`config.mk`:
```
export PLATFORM = sky130hd
export DESIGN_NAME = mii_mgmt_engine
export DESIGN_NICKNAME = d
export VERILOG_FILES = /design/src/rtl/mii_mgmt_pkg.sv /design/src/rtl/mii_mdc_gen.sv /design/src/rtl/mii_frame_ctl.sv /design/src/rtl/mii_mgmt_engine.sv
export SDC_FILE = /design/constraint.sdc
export NUM_CORES = 1
export LEC_CHECK = 0
export ABC_AREA = 0
export BUFFER_PORTS_ARGS = -buffer_cell sky130_fd_sc_hd__clkbuf_2
export CELL_PAD_IN_SITES_DETAIL_PLACEMENT = 1
export CELL_PAD_IN_SITES_GLOBAL_PLACEMENT = 1
export CORE_MARGIN = 3
export CORE_UTILIZATION = 30
export CTS_BUF_LIST = sky130_fd_sc_hd__clkbuf_4 sky130_fd_sc_hd__clkbuf_8
export CTS_CLUSTER_DIAMETER = 80
export DETAILED_ROUTE_END_ITERATION = 8
export PLACE_DENSITY = 0.68
export SLEW_MARGIN = 20
export SYNTH_ARGS = -nofsm -noshare
export SYNTH_HDL_FRONTEND = slang
export SYNTH_HIERARCHICAL = 1
export SYNTH_SLANG_ARGS = --single-unit
```
`constraint.sdc`:
```
create_clock -name clk -period 5.6 [get_ports clk]
set_clock_uncertainty 0.15 [all_clocks]
set_input_delay 1.12 -clock clk [delete_from_list [all_inputs] [get_ports clk]]
set_output_delay 1.12 -clock clk [all_outputs]
set_load 0.005 [all_outputs]
```
`src/rtl/mii_mgmt_pkg.sv`:
```
package mii_mgmt_pkg;
  localparam logic [1:0] ADDR_CMD  = 2'd0;
  localparam logic [1:0] ADDR_DATA = 2'd1;
  localparam logic [1:0] ADDR_STAT = 2'd2;
  localparam logic [1:0] ADDR_CFG  = 2'd3;

  localparam int CMD_RD_BIT  = 15;
  localparam int CMD_WR_BIT  = 14;
  localparam int CFG_RST_BIT = 0;
  localparam int CFG_SUP_BIT = 8;
  localparam int CFG_DIV_LSB = 9;

  localparam int FRAME_BITS = 64;
  localparam int PRE_BITS   = 32;
  localparam int TA_IDX     = 46;
  localparam int DATA_IDX   = 48;
  localparam int IDX_W      = $clog2(FRAME_BITS);

  typedef struct packed {
    logic       rd;
    logic [4:0] phy;
    logic [4:0] regad;
  } mgmt_cmd_t;
endpackage

```
`src/rtl/mii_mdc_gen.sv`:
```
module mii_mdc_gen #(
  parameter int DIV_W = 8
) (
  input  logic             clk,
  input  logic             rst_n,
  input  logic             run,
  input  logic [DIV_W-1:0] div_m1,
  output logic             mdc,
  output logic             rise_ev,
  output logic             fall_ev
);
  logic [DIV_W:0]   sum;
  logic [DIV_W-1:0] half;
  logic [DIV_W-1:0] cnt;
  logic             at_end;

  always_comb begin
    sum  = {1'b0, div_m1} + 1'b1;
    half = sum[DIV_W:1];
    if (half == '0) half = {{(DIV_W-1){1'b0}}, 1'b1};
  end

  assign at_end  = run && (cnt == half - 1'b1);
  assign rise_ev = at_end && !mdc;
  assign fall_ev = at_end && mdc;

  always_ff @(posedge clk) begin
    if (!rst_n || !run) begin
      cnt <= '0;
      mdc <= 1'b0;
    end else if (at_end) begin
      cnt <= '0;
      mdc <= ~mdc;
    end else begin
      cnt <= cnt + 1'b1;
    end
  end


  mdc_idle_low_chk: assert property (@(posedge clk) disable iff (!rst_n)
    !run |=> !mdc);
endmodule

```
`src/rtl/mii_frame_ctl.sv`:
```
module mii_frame_ctl
  import mii_mgmt_pkg::*;
(
  input  logic        clk,
  input  logic        rst_n,
  input  logic        start,
  input  logic        abort,
  input  logic        sup,
  input  mgmt_cmd_t   cmd,
  input  logic [15:0] wdata,
  input  logic        rise_ev,
  input  logic        fall_ev,
  input  logic        mdio_i,
  output logic        busy,
  output logic        mdio_o,
  output logic        mdio_oe,
  output logic        done,
  output logic        load_rd,
  output logic [15:0] rdata
);
  logic [FRAME_BITS-1:0] frame;
  logic [IDX_W-1:0]      idx;
  logic                  is_rd;
  logic                  last;

  assign last    = (idx == IDX_W'(FRAME_BITS - 1));
  assign done    = busy && fall_ev && last;
  assign load_rd = done && is_rd;
  assign mdio_o  = busy && frame[IDX_W'(FRAME_BITS - 1) - idx];
  assign mdio_oe = busy && (!is_rd || idx < IDX_W'(TA_IDX));

  always_ff @(posedge clk) begin
    if (!rst_n) begin
      busy  <= 1'b0;
      idx   <= '0;
      is_rd <= 1'b0;
      frame <= '0;
      rdata <= '0;
    end else if (abort) begin
      busy <= 1'b0;
    end else if (start) begin
      busy  <= 1'b1;
      is_rd <= cmd.rd;
      idx   <= sup ? IDX_W'(PRE_BITS) : '0;
      frame <= {{PRE_BITS{1'b1}}, 2'b01, cmd.rd ? 2'b10 : 2'b01, cmd.phy, cmd.regad,
                cmd.rd ? 2'b00 : 2'b10, cmd.rd ? 16'h0000 : wdata};
    end else if (busy) begin
      if (rise_ev && is_rd && idx >= IDX_W'(DATA_IDX))
        rdata <= {rdata[14:0], mdio_i};
      if (fall_ev) begin
        if (last) busy <= 1'b0;
        else      idx  <= idx + 1'b1;
      end
    end
  end


  mdio_hold_chk: assert property (@(posedge clk) disable iff (!rst_n)
    (busy && !fall_ev && !abort) |=> ($stable(mdio_o) && $stable(mdio_oe)));

  abort_release_chk: assert property (@(posedge clk) disable iff (!rst_n)
    abort |=> (!busy && !mdio_oe));
endmodule

```
`src/rtl/mii_mgmt_engine.sv`:
```
module mii_mgmt_engine
  import mii_mgmt_pkg::*;
#(
  parameter int DIV_W      = 8,
  parameter int DEF_DIV_M1 = 39,
  parameter int RST_CYCLES = 4
) (
  input  logic        clk,
  input  logic        rst_n,
  input  logic        wr_en,
  input  logic [1:0]  wr_addr,
  input  logic [31:0] wr_data,
  input  logic [1:0]  rd_addr,
  output logic [31:0] rd_data,
  output logic        mdc,
  output logic        mdio_o,
  output logic        mdio_oe,
  input  logic        mdio_i
);
  localparam int RST_W = $clog2(RST_CYCLES + 1);
  localparam logic [DIV_W-1:0] DIV_DEF = DIV_W'(DEF_DIV_M1);

  logic [DIV_W-1:0] div_q;
  logic             sup_q;
  logic [15:0]      data_q;
  logic [RST_W-1:0] rst_cnt;
  mgmt_cmd_t        cmd_q, cmd_in;
  logic             in_rst, busy, done, load_rd, rise_ev, fall_ev;
  logic             cmd_hit, abort, cfg_wr, data_wr;
  logic [15:0]      rdata;

  assign in_rst  = (rst_cnt != '0);
  assign cmd_in  = '{rd: wr_data[CMD_RD_BIT], phy: wr_data[9:5], regad: wr_data[4:0]};
  assign cmd_hit = wr_en && wr_addr == ADDR_CMD && !busy && !in_rst &&
                   (wr_data[CMD_RD_BIT] ^ wr_data[CMD_WR_BIT]);
  assign abort   = wr_en && wr_addr == ADDR_CFG && wr_data[CFG_RST_BIT] && !in_rst;
  assign cfg_wr  = wr_en && wr_addr == ADDR_CFG && !wr_data[CFG_RST_BIT] && !busy && !in_rst;
  assign data_wr = wr_en && wr_addr == ADDR_DATA && !busy && !in_rst;

  always_ff @(posedge clk) begin
    if (!rst_n) begin
      div_q   <= DIV_DEF;
      sup_q   <= 1'b0;
      data_q  <= '0;
      rst_cnt <= '0;
      cmd_q   <= '0;
    end else begin
      if (in_rst) rst_cnt <= rst_cnt - 1'b1;
      if (abort) begin
        rst_cnt <= RST_W'(RST_CYCLES);
        div_q   <= DIV_DEF;
        sup_q   <= 1'b0;
        data_q  <= '0;
      end else begin
        if (cfg_wr) begin
          div_q <= wr_data[CFG_DIV_LSB +: DIV_W];
          sup_q <= wr_data[CFG_SUP_BIT];
        end
        if (data_wr) data_q <= wr_data[15:0];
        else if (load_rd) data_q <= rdata;
        if (cmd_hit) cmd_q <= cmd_in;
      end
    end
  end

  always_comb begin
    rd_data = '0;
    case (rd_addr)
      ADDR_CMD:  rd_data = {16'h0, cmd_q.rd, ~cmd_q.rd, 4'h0, cmd_q.phy, cmd_q.regad};
      ADDR_DATA: rd_data = {16'h0, data_q};
      ADDR_STAT: rd_data = {31'h0, busy};
      default: begin
        rd_data[CFG_DIV_LSB +: DIV_W] = div_q;
        rd_data[CFG_SUP_BIT]          = sup_q;
        rd_data[CFG_RST_BIT]          = in_rst;
      end
    endcase
  end

  mii_mdc_gen #(.DIV_W(DIV_W)) u_mdc (
    .clk(clk), .rst_n(rst_n), .run(busy), .div_m1(div_q),
    .mdc(mdc), .rise_ev(rise_ev), .fall_ev(fall_ev));

  mii_frame_ctl u_frame (
    .clk(clk), .rst_n(rst_n), .start(cmd_hit), .abort(abort), .sup(sup_q),
    .cmd(cmd_in), .wdata(data_q), .rise_ev(rise_ev), .fall_ev(fall_ev),
    .mdio_i(mdio_i), .busy(busy), .mdio_o(mdio_o), .mdio_oe(mdio_oe),
    .done(done), .load_rd(load_rd), .rdata(rdata));


  busy_rise_chk: assert property (@(posedge clk) disable iff (!rst_n)
    $rose(busy) |-> $past(wr_en && wr_addr == ADDR_CMD &&
                          (wr_data[CMD_RD_BIT] ^ wr_data[CMD_WR_BIT])));

  busy_hold_chk: assert property (@(posedge clk) disable iff (!rst_n)
    (busy && !done && !abort) |=> busy);

  data_hold_chk: assert property (@(posedge clk) disable iff (!rst_n)
    (busy && !done && !abort) |=> $stable(data_q));

  rst_quiet_chk: assert property (@(posedge clk) disable iff (!rst_n)
    in_rst |-> (!busy && !mdio_oe));
endmodule

```
==> out/results.ini, run 1 <==
[run_status]
status=finished, final reports clean

[timing]
finalHoldViolCount=0
rsz0062_at_grt=no
slew_viol_final=0
period_share_pct=90.96
finalWorstPathRequiredPeriod_ns=5.094
slew-limit-headroom_pct=38.04
worstMarginPinSlew_ns=0.9239
final-setup-viol-count=0
setup_tns_ns=0
fmax_ghz=0.1963

[routing]
drt_iter0_markers=185
final_antenna_net_count=0
viasPerCell=5.297
drc=0
dr.pass1.iters=4
vias=4566
wl_um=15780
wl_per_cell_um=18.31

[pwr]
p_leak_nw=2.232
ir_worst_vdd_mv=0.1140
power_density_nw_per_um2=257.5

[logic_synthesis]
synth.distinct_cells=78
syn_area_per_cell_um2=8.940
yosysWarnings=6
async_flop_share_pct=0
ys.flop_type=dfxtp_1
synth_edf_count=0
synth.top_cell.area_share_pct=36.59
synth_most_common_cell=dfxtp_1
ys_ff_latch=100
ys_top_cells_by_count=dfxtp_1, nand2_1, mux2i_1, nor2_1, nor2b_1
yosysTopAreaCell=dfxtp_1
yosys-top-cells-area=dfxtp_1, mux2i_1, nand2_1
seq_area_frac_synth_pct=36.59
synth_area_um2=5471
syn-instance-count=612

[setup_path]
critPathLaunchType=register
cp.arrival_ns=5.25
r2r_cells=21
worst_ep_required_time_ns=5.76
crit_path_end_kind=register
path_class=register to register
cp_max_fo=16

[min_path]
min_path_cells=2
holdCritPathClass=register to register

[placement]
place.gp.congestion=0.7606
io_buffers=44
dp_hpwl_um=11470
place_area_um2=5767
place_inst=846

[floorplan]
rows=48
core_um2=17600
die_w_um=141.1
die_h_um=141.1
dieArea_um2=19900
pin_count=75
start_util_pct=31.09

[layout]
nets=678
fin_area_um2=5977
num_antenna_cells=0
drive_gt1_share_pct=14.13
fin_cells=862
area_growth_pct=9.238

[clocking]
cts_root_buf=clkbuf_8
hold_buffers=0
htree_levels=3
cts_tree=done
clk_pin_slew_worst_paths_ns=0.11
clk_path_buf_depth=2
cts_buffers=9
cts.sinks=100
clk_latency_ns=0.39

[grt]
antenna_found_initial=0
grt.total_usage_pct=15.93
grt_pass1_vias=4855
grt_max_degree=47
grt_pass1_wl_um=25470
globalRouteOverflowTotal=0

[run]
maxCapViolations=0

worst max-delay path: stages, from the launching register on:
cell	delay [ns]
dfxtp_1	0.51
ha_1	0.37
nand2_1	0.18
o21ai_0	0.21
a32oi_1	0.23
nor4_2	0.44
nor2_1	0.08
ha_1	0.26
xor2_1	0.17
xnor2_1	0.19
xnor2_1	0.15
nand4_1	0.11
a21oi_1	0.16
o2111ai_2	0.19
or2_2	0.33
nor2_1	0.18
nand2_1	0.12
nor2_1	0.10
and2_1	0.13
buf_4	0.30
mux2i_1	0.14
a211oi_1	0.28
power breakdown:
part / leakage, nW / internal [mW] / total [mW] / switching [mW]
combinational: 1.32 / 0.108 / 0.281 / 0.173
sequential: 0.808 / 0.743 / 0.776 / 0.0331
clock: 0.101 / 0.177 / 0.482 / 0.304
metrics by stage:
| step | total power [mW] | hold slack, ns | utilization (%) | worst slack [ns] |
|---|---|---|---|---|
| 2_1_floorplan | 0.9933 | 0.2818 | - | 0.5831 |
| 3_3_place_gp | 1.055 | 0.2921 | 32.77 | 0.5197 |
| 3_5_place_dp | 1.073 | 0.3040 | 32.77 | 0.4172 |
| 4_1_cts | 1.550 | 0.3201 | 33.90 | 0.3758 |
| 5_1_grt | 1.615 | 0.3443 | 33.97 | 0.01760 |
| 6_report | 1.539 | 0.3172 | 33.97 | 0.5065 |
area by class of cell:
class                      instances  area, um2
clock buffer                       9      123.9
clock inverter                     7      73.82
timing repair buffer              51      272.8
tap                              225      281.5
sequential                       100       2002
multi-input combinational        457       3174
inverter                          13      48.80
fill                            2084      11620
layout by cell type, fill, tap and decap left out, types with 11 or more instances in the layout:
| cell | n |
|---|---|
| nor3_1 | 22 |
| mux2i_1 | 61 |
| nand3_1 | 15 |
| a211oi_1 | 20 |
| nand2_1 | 67 |
| xnor2_1 | 14 |
| conb_1 | 15 |
| o21ai_0 | 13 |
| a21boi_0 | 11 |
| a22o_1 | 17 |
| dfxtp_1 | 100 |
| inv_1 | 13 |
| nor2b_1 | 30 |
| nor2_1 | 32 |
| clkbuf_2 | 44 |
repair_timing:
action	CTS	global route
gates resized for setup	0	1
setup endpoints to repair	0	20
setup buffers	0	0
path summary, 6_finish.rpt:
| check | startpoint | to | slack [ns] |
|---|---|---|---|
| max | div_q[0]$_SDFFE_PP1P_ | data_q[10]$_SDFFE_PP0P_ | 0.51 |
| min | cmd_q[1]$_SDFFE_PN0P_ | cmd_q[1]$_SDFFE_PN0P_ | 0.32 |
| max reg2reg | div_q[0]$_SDFFE_PP1P_ | data_q[10]$_SDFFE_PP0P_ | 0.51 |
| min reg2reg | cmd_q[1]$_SDFFE_PN0P_ | cmd_q[1]$_SDFFE_PN0P_ | 0.32 |
logic make-up (layout without fill, tap and decap cells):
| logic type | Yosys count | count (layout) | share of synthesized area (%) |
|---|---|---|---|
| simple gates | 228 | 228 | 21.84 |
| compound gates | 120 | 120 | 17.15 |
| flops | 100 | 100 | 36.59 |
| buf+inv | 69 | 80 | 6.586 |
| mux | 66 | 66 | 12.87 |
| xor+xnor | 22 | 22 | 3.522 |
| fa+ha+maj | 6 | 6 | 1.372 |
| other cells | 1 | 15 | 0.06854 |
metal layers:
metal,routed length (um),global-route usage (%)
met1,7578,20.69
met2,7637,26.99
met3,329,2.171
met4,237,5.813
met5,0,0
state kept, by name (all words and copies together) (netlist names):
register	count
u_frame/frame	29
data_q	16
u_frame/rdata	16
cmd_q	11
div_q	8
u_mdc/cnt	8
u_frame/idx	6
rst_cnt	3
sup_q	1
u_frame/busy	1
u_mdc/mdc	1
(Power assumes the default switching activity.)
==> run 2, diff against run 1 <==
--- a/config.mk
+++ b/config.mk
@@ -14,6 +14,7 @@
 export CTS_BUF_LIST = sky130_fd_sc_hd__clkbuf_4 sky130_fd_sc_hd__clkbuf_8
 export CTS_CLUSTER_DIAMETER = 80
 export DETAILED_ROUTE_END_ITERATION = 8
+export MAX_ROUTING_LAYER = met4
 export PLACE_DENSITY = 0.68
 export SLEW_MARGIN = 20
 export SYNTH_ARGS = -nofsm -noshare
==> out/results.ini, run 2 (synthesis gave the netlist of run 1 again) <==
[run_status]
status=finished, final reports clean

[grt]
gr-usage-met3_pct=2.205
grt_pass1_vias=4860
grt.met1_usage_pct=20.46
grt_pass1_wl_um=25450
grt.total_usage_pct=16.36
busiest_layer=met2
globalRouteOverflowTotal=0
grtUsageMet2_pct=27.14
antenna_found_initial=0
grt_max_degree=47

[clocking]
cts.sinks=100
htree_levels=3
cts_tree=done
clk_path_buf_depth=2
cts_root_buf=clkbuf_8
clk_pin_slew_worst_paths_ns=0.11
clk_latency_ns=0.39
cts_buffers=9

[timing]
fmax_ghz=0.1961
rsz0062_at_grt=no
period_share_pct=91.08
setup_tns_ns=0
final-setup-viol-count=0
finalHoldViolCount=0
worstMarginPinSlew_ns=0.9086
slew_viol_final=0
slew-limit-headroom_pct=39.06
finalWorstPathRequiredPeriod_ns=5.100

[placement]
dp_hpwl_um=11470
place.gp.congestion=0.7705
io_buffers=44

[layout]
final_common_cell=dfxtp_1
drive_gt1_share_pct=14.13
largest_reg_flops=29
fill_cells=2084
area_growth_pct=9.238
layout_common_cells=dfxtp_1, nand2_1, mux2i_1, clkbuf_2, nor2_1
largestRegisters=u_frame/frame x29, data_q x16, u_frame/rdata x16
nets=678
largest-register=u_frame/frame
num_antenna_cells=0

[floorplan]
rows=48
die_h_um=141.1
dieArea_um2=19900
die_w_um=141.1
start_util_pct=31.09
pin_count=75
core_um2=17600

[routing]
vias=4588
wl_um=15810
drc=0
dr.pass1.iters=4
wl_per_cell_um=18.35
final_antenna_net_count=0
drt_iter0_markers=214
viasPerCell=5.323

[setup_path]
slowest_delay_ns=0.51
cp.arrival_ns=5.26
crit_path_end_kind=register
ff2ff_setup_slack_ns=0.50
critPathLaunchType=register
critPathSlowestCell=dfxtp_1
worst_ep_required_time_ns=5.76
critPathMostFrequentCell=nor2_1
cp_cell_sequence=ha_1 > nand2_1 > o21ai_0 > a32oi_1 > nor4_2 > nor2_1 > ha_1 > xor2_1 > xnor2_1 > xnor2_1 > nand4_1 > a21oi_1 > o2111ai_2 > or2_2 > nor2_1 > nand2_1 > nor2_1 > and2_1 > buf_4 > mux2i_1 > a211oi_1
path_class=register to register
cp_max_fo=16

[pwr]
p_leak_nw=2.232
power_density_nw_per_um2=257.4
power_mw=1.539
ir_worst_vdd_mv=0.1139

[run]
maxCapViolations=0

[min_path]
holdCritPathClass=register to register

-- run 2: worst max-delay path: cells and delay by family (launching register included) --
kind | cells | cell delay [ns]
and+or+nand+nor | 9 | 1.67
DFF | 1 | 0.51
AOI/OAI and AO/OA | 5 | 1.07
xor gates and xnor gates | 3 | 0.51
buffers and inverters | 1 | 0.30
adders and majority gates | 2 | 0.63
muxes | 1 | 0.14
-- run 2: area by class of cell --
type	count	area [um2]	share of cell area, %
clock buffers	9	123.9	2.072
clock inverters	7	73.82	1.235
inverters	13	48.80	0.8164
multi-input cells	457	3174	53.11
flip-flops and latches	100	2002	33.49
well taps	225	281.5	4.710
repair buffers	51	272.8	4.564
-- run 2: final timing paths --
path / start / endpoint / cells after the start
max reg2reg: div_q[0]$_SDFFE_PP1P_ / data_q[10]$_SDFFE_PP0P_ / 21
min reg2reg: cmd_q[1]$_SDFFE_PN0P_ / cmd_q[1]$_SDFFE_PN0P_ / 2
max: div_q[0]$_SDFFE_PP1P_ / data_q[10]$_SDFFE_PP0P_ / 21
min: cmd_q[1]$_SDFFE_PN0P_ / cmd_q[1]$_SDFFE_PN0P_ / 2
-- run 2: power breakdown --
part	internal [mW]	switching, mW	total, mW	leakage (nW)
Sequential	0.743	0.0329	0.776	0.808
Combinational	0.108	0.173	0.281	1.32
Clock	0.177	0.304	0.481	0.101
-- run 2: per-stage QoR --
stage          worst slack, ns  area, um2  utilization (%)  cells  hold WS (ns)
6_report                0.4997       5977            33.97    862        0.3173
5_1_grt                0.01764       5977            33.97    862        0.3443
2_1_floorplan           0.5831       5524                -    626        0.2818
3_5_place_dp            0.4172       5767            32.77    846        0.3040
3_3_place_gp            0.5197       5767            32.77    846        0.2921
4_1_cts                 0.3758       5964            33.90    862        0.3201
-- run 2: what timing repair did --
item                       CTS  global route
buffers inserted             0             0
resized for setup            0             1
setup endpoints to repair    0            20
hold buffers                 0             0
-- run 2: routing by layer --
metal	vias up	share of wire [%]	wire length [um]
met2	57	48	7649
met1	2302	48	7642
met5	-	0	0
met4	0	1.4	221
met3	15	1.9	300
li1	2214	-	-
